File: config.mk
export PLATFORM = sky130hd
export DESIGN_NAME = gpib_acceptor
export DESIGN_NICKNAME = d
export VERILOG_FILES = /design/src/rtl/ah_pkg.sv /design/src/rtl/ah_sync.sv /design/src/rtl/ah_eos_cmp.sv /design/src/rtl/gpib_acceptor.sv
export SDC_FILE = /design/constraint.sdc
export NUM_CORES = 1
export LEC_CHECK = 0
export ABC_AREA = 1
export BUFFER_PORTS_ARGS = -buffer_cell sky130_fd_sc_hd__clkbuf_2
export CAP_MARGIN = 0
export CORE_AREA = 10 10 79 81
export CTS_BUF_LIST = sky130_fd_sc_hd__clkbuf_16
export DETAILED_ROUTE_END_ITERATION = 7
export DIE_AREA = 0 0 89 91
export PLACE_DENSITY_LB_ADDON = 0.2
export SYNTH_ARGS = -nofsm -noshare
export SYNTH_HDL_FRONTEND = slang
export SYNTH_SLANG_ARGS = --single-unit
File: constraint.sdc
create_clock -name clk -period 1.4 [get_ports clk]
set_input_delay 0.07 -clock clk [delete_from_list [all_inputs] [get_ports clk]]
set_output_delay 0.07 -clock clk [all_outputs]
set_load 0.005 [all_outputs]
File: src/rtl/ah_pkg.sv
package ah_pkg;
  typedef enum logic {AH_READY, AH_WAIT_NDAV} ah_state_e;

  typedef struct packed {
    logic hold_end;
    logic hold_all;
    logic eos_8bit;
    logic dma_en;
    logic int_en;
  } ah_ctrl_t;

  localparam int RA_DATA = 0;
  localparam int RA_STAT = 1;
  localparam int WA_EOS  = 0;
  localparam int WA_CTRL = 1;
  localparam int WA_REL  = 2;
endpackage

File: src/rtl/ah_sync.sv
module ah_sync #(
  parameter int STAGES = 2
) (
  input  logic clk,
  input  logic rst,
  input  logic d,
  output logic q
);
  logic [STAGES-1:0] sh;

  generate
    if (STAGES == 1) begin : g_one
      always_ff @(posedge clk) begin
        if (rst) sh <= '0;
        else     sh <= d;
      end
    end else begin : g_chain
      always_ff @(posedge clk) begin
        if (rst) sh <= '0;
        else     sh <= {sh[STAGES-2:0], d};
      end
    end
  endgenerate

  assign q = sh[STAGES-1];
endmodule

File: src/rtl/ah_eos_cmp.sv
module ah_eos_cmp #(
  parameter int DW = 8
) (
  input  logic [DW-1:0] byte_i,
  input  logic [DW-1:0] eos_i,
  input  logic          full_width_i,
  output logic          match_o
);
  localparam int NARROW = DW - 1;

  always_comb begin
    if (full_width_i) match_o = (byte_i == eos_i);
    else              match_o = (byte_i[NARROW-1:0] == eos_i[NARROW-1:0]);
  end
endmodule

File: src/rtl/gpib_acceptor.sv
module gpib_acceptor
  import ah_pkg::*;
#(
  parameter int DW          = 8,
  parameter int AW          = 2,
  parameter int SYNC_STAGES = 2
) (
  input  logic          clk,
  input  logic          rst,
  input  logic          listen_en,
  input  logic          dav_i,
  input  logic          eoi_i,
  input  logic [DW-1:0] dio_i,
  output logic          nrfd_o,
  output logic          ndac_o,
  output logic          int_o,
  output logic          drq_o,
  input  logic          cs_i,
  input  logic          rd_stb_i,
  input  logic          wr_stb_i,
  input  logic          dack_i,
  input  logic [AW-1:0] addr_i,
  input  logic [DW-1:0] wr_data_i,
  output logic [DW-1:0] rd_data_o
);
  localparam int CTRL_W = $bits(ah_ctrl_t);

  ah_state_e    state_q, state_n;
  ah_ctrl_t     ctrl_q;
  logic [DW-1:0] data_q, eos_char_q;
  logic          full_q, full_n, hold_q, hold_n;
  logic          eoi_flag_q, eos_flag_q;
  logic          dav_s, eos_match;
  logic          pop, stat_rd, wr_sel, rel_cmd, accept, end_byte;

  ah_sync #(.STAGES(SYNC_STAGES)) u_dav_sync (
    .clk(clk), .rst(rst), .d(dav_i), .q(dav_s)
  );

  ah_eos_cmp #(.DW(DW)) u_eos_cmp (
    .byte_i(dio_i), .eos_i(eos_char_q),
    .full_width_i(ctrl_q.eos_8bit), .match_o(eos_match)
  );

  assign pop      = rd_stb_i && (dack_i || (cs_i && addr_i == AW'(RA_DATA)));
  assign stat_rd  = rd_stb_i && !dack_i && cs_i && addr_i == AW'(RA_STAT);
  assign wr_sel   = wr_stb_i && cs_i && !dack_i;
  assign rel_cmd  = wr_sel && addr_i == AW'(WA_REL);
  assign accept   = listen_en && state_q == AH_READY && dav_s && !full_q && !hold_q;
  assign end_byte = eoi_i || eos_match;

  always_comb begin
    state_n = state_q;
    full_n  = full_q;
    hold_n  = hold_q;
    if (!listen_en)                               state_n = AH_READY;
    else if (accept)                              state_n = AH_WAIT_NDAV;
    else if (state_q == AH_WAIT_NDAV && !dav_s)   state_n = AH_READY;
    if (rel_cmd) hold_n = 1'b0;
    if (accept) begin
      full_n = 1'b1;
      hold_n = ctrl_q.hold_all || (ctrl_q.hold_end && end_byte);
    end else if (pop) begin
      full_n = 1'b0;
    end
  end

  always_ff @(posedge clk) begin
    if (rst) begin
      state_q    <= AH_READY;
      full_q     <= 1'b0;
      hold_q     <= 1'b0;
      data_q     <= '0;
      eoi_flag_q <= 1'b0;
      eos_flag_q <= 1'b0;
      ctrl_q     <= '0;
      eos_char_q <= '0;
      nrfd_o     <= 1'b0;
      ndac_o     <= 1'b0;
      int_o      <= 1'b0;
      drq_o      <= 1'b0;
      rd_data_o  <= '0;
    end else begin
      state_q <= state_n;
      full_q  <= full_n;
      hold_q  <= hold_n;
      if (accept) begin
        data_q     <= dio_i;
        eoi_flag_q <= eoi_i;
        eos_flag_q <= eos_match;
      end
      nrfd_o <= listen_en && (full_n || hold_n || state_n != AH_READY);
      ndac_o <= listen_en && state_n == AH_READY;
      int_o  <= full_n && ctrl_q.int_en;
      drq_o  <= full_n && ctrl_q.dma_en;
      if (wr_sel && addr_i == AW'(WA_EOS))  eos_char_q <= wr_data_i;
      if (wr_sel && addr_i == AW'(WA_CTRL)) ctrl_q <= ah_ctrl_t'(wr_data_i[CTRL_W-1:0]);
      if (pop)          rd_data_o <= data_q;
      else if (stat_rd) rd_data_o <= DW'({hold_q, eoi_flag_q, eos_flag_q, full_q});
    end
  end

  // a newly stored byte always leaves the bus not-ready with acceptance released
  assert_accept_lines_R3: assert property (@(posedge clk) disable iff (rst)
    $rose(full_q) |-> (nrfd_o && !ndac_o));

  // the request outputs only signal a waiting byte
  assert_int_needs_byte_R4: assert property (@(posedge clk) disable iff (rst)
    int_o |-> full_q);
  assert_drq_needs_byte_R4: assert property (@(posedge clk) disable iff (rst)
    drq_o |-> full_q);

  // the register empties only through a data read
  assert_empty_by_read_R6: assert property (@(posedge clk) disable iff (rst)
    $fell(full_q) |-> $past(pop));

  // a pending holdoff keeps the bus not-ready
  assert_hold_keeps_nrfd_R11: assert property (@(posedge clk) disable iff (rst)
    (hold_q && listen_en && !rel_cmd) |=> nrfd_o);

  // not listening releases both handshake lines
  assert_idle_lines_R13: assert property (@(posedge clk) disable iff (rst)
    !listen_en |=> (!nrfd_o && !ndac_o));
endmodule

==> results.md <==
- Status: finished, final reports clean
- Hpwl dp: 2840 um
- Post-DRT Antenna Nets: 0
- CTS Sinks: 40
- Power per cell area: 1200 nW/um^2
- Max Freq: 815 MHz
- # DRC: 0
- Worst Skew: 0.00302 ns
- Final hold vios: 0
- H-tree levels: 2
- Worst setup EP type: flop
- Mapped cell area: 1620 sq um
- Total global-route track usage: 9.67%
- CP arrival: 1.40 ns
- Max Root-Sink Buffers: 2
- I/O pins: 39
- Cell count along the critical path: 5
- Minimum hold slack: 0.0412 ns
- Peak VDD IR: 525 uV
- Num CTS Buffers: 5
- Layout Cells excl Fill: 318
- Post-synth cell types: 26
- Pre-antenna DRT Iters: 4
- Data required time of the critical path: 1.57 ns
- Die ar.: 8100 sq um
- Final wirelength: 3770 um
- Die Wd: 89 um
- Crit path from: hold_q
- Rel. slew slack: 70.6%
- Top-area cell type share of the netlist area: 49.6%
- Starting density of the core: 34.7%
- Critical path class: reg2reg
- Crit Reg-Reg Endpoint: data_q[2]
- Worst flop-to-flop path startpoint: hold_q
- Critical path peak fanout: 5
- Critical Path Slowest Stage Cell: dfxtp_1
- Cell Area, Placed: 1860 sq um
- Clk_lat worst skew: 0.28 ns
- Max Slew Vio Count: 0
- Count of flip-flops with a built-in enable after synthesis: 0
- Most common library cell in the layout ignoring fill and taps: dfxtp_1
- Core box area: 4660 sq um
- Flops & latches, synth: 40
- Root Driver: clkbuf_16
- Leak pwr: 0.000979 uW
- Via-per-instance ratio: 4.58
- IO buf count: 38
- Pwr Total: 2470 uW
- Crit-path leading delay family: simple AND/OR/NAND/NOR gates
- Layout cells sized above 1: 23.1%
- Dominant cells by area after synthesis: dfxtp_1 50%, nor2_1 8.4%, o21ai_0 8.1%, nand2_1 7.7%, a21oi_1 6.8%
- CP Capture Point: data_q[2]
- Num rows: 25
- FF-to-FF setup slack: 0.17 ns
- Gr ovfl total: 0
- HP Class: in2reg
- Setup tns final: 0 ns
- Global-route wire length before repair: 6290 um
- R2R cell count: 5
- Pin count of the biggest net entering global routing: 27
- Cell Chain, Critical Path: nor3_2 > nand3_2 > buf_4 > o21ai_0 > nor2_1
- Via count: 1455
- Syn Nets: 244
- Initial antenna violation count: 0
- Number of synthesis warnings: 0
- Max cap viols: 0
- Crit start category: flop
- Synth Area per Inst: 7.44 sq um
- Clock transition at path regs: 0.06 ns
- Synth Flop Type: dfxtp_1
- Die height: 91 um
- Slowest stage delay, CP: 0.33 ns
- Min cycle time layout: 1.23 ns
- Post-DR wirelength/cell: 11.8 um
- Largest area contributor in the netlist: dfxtp_1
- DP Cell Count: 306
- Final Instance Area: 2050 sq um
- Diode count: 0
- Register area share after synthesis: 49.6%
- Worst-Margin Slew: 0.440 ns
- Final setup vio count: 0
- Vias in the first global route: 1346
- Tcrit/Tclk final: 87.6%
- Layout area overhead: 26.7%
- Final #Nets: 290
- Gate Count Post-Synth: 217
- GP Congestion: 0.793
- Bufs and invs on worst path: 1
- CTS tree: built
- Most frequent cells in the layout: 39 x dfxtp_1, 38 x clkbuf_2, 36 x nor2_1, 33 x nand2_1, 29 x inv_1
- Asr flop ratio synth: 0%
- Initial DRC count: 72
-- synthesized netlist by cell type, types with 2 or more instances --
master    count
clkbuf_1      3
nand2b_1      3
buf_2         2
inv_1        28
nand3_1       3
nor3_1        2
nor2_1       36
o22ai_1       4
xor2_1        2
o21ai_0      26
dfxtp_1      40
a21oi_1      22
nand2_1      33
-- tightest hold or removal path, cell delays in order --
cell and delay (ns):
clkbuf_2 0.08, inv_1 0.07, a21oi_1 0.06
-- worst min path at each step --
stage	startpoint	endpoint	slack, ns	cells past startpoint
floorplan	rst	full_q	0.14	1
global placement	dav_i	u_dav_sync.sh[0]	0.26	3
detailed placement	dav_i	u_dav_sync.sh[0]	0.27	3
CTS	wr_data_i[7]	eos_char_q[7]	0.04	3
global route	wr_data_i[7]	eos_char_q[7]	0.04	3
finish	eoi_i	eoi_flag_q	0.04	3
-- per-layer routing --
metal | vias to the layer above | routed length, um | global-route usage, % | part of all wire, %
li1 | 783 | - | - | -
met5 | - | 0 | 0 | 0
met2 | 46 | 1550 | 13.9 | 41
met3 | 5 | 382 | 5.00 | 10
met1 | 621 | 1800 | 12.1 | 48
met4 | 0 | 36 | 3.18 | 0.96
-- report_power, final --
group          total [uW]  switching (uW)  internal (uW)
Clock                1070             425            641
Sequential           1190            16.9           1170
Combinational         211             119           91.7
-- cell type report --
type | instances | area [sq um]
inverter | 30 | 118
sequential | 40 | 802
timing repair buffer | 45 | 245
tap | 54 | 67.6
fill | 475 | 2610
clock inverter | 3 | 11.3
multi-input combinational | 141 | 678
clock buffer | 5 | 125
-- kinds of logic (layout without fill, tap and decap cells) --
logic type	after synthesis	after routing	synth area share, %
and+or+nand+nor	82	82	21.5
AOI/OAI and AO/OA	56	56	18.1
muxes	1	1	0.620
xor gates and xnor gates	2	2	1.08
buffers and inverters	36	83	9.06
DFF	40	40	49.6
-- flip-flops by register name (all words and copies together), names as in the netlist --
signal / flops
hold_q: 1
rd_data_o: 8
state_q: 1
drq_o: 1
eos_char_q: 8
u_dav_sync.sh: 2
eoi_flag_q: 1
eos_flag_q: 1
int_o: 1
ctrl_q: 5
nrfd_o: 1
data_q: 8
full_q: 1
ndac_o: 1
-- through the flow --
step,setup slack [ns],utilization (%)
6_report,0.173,43.9
5_1_grt,-0.00450,43.9
4_1_cts,0.0941,43.1
3_5_place_dp,0.105,40.0
3_3_place_gp,0.137,40.0
2_1_floorplan,0.259,-
-- what timing repair did --
item	4_1_cts	5_1_grt
resized for setup	0	6
setup buffers	0	3
hold buffers	1	0
setup endpoints to repair	0	10
hold endpoints to repair	1	0
Power figures use the tool's default switching activity.
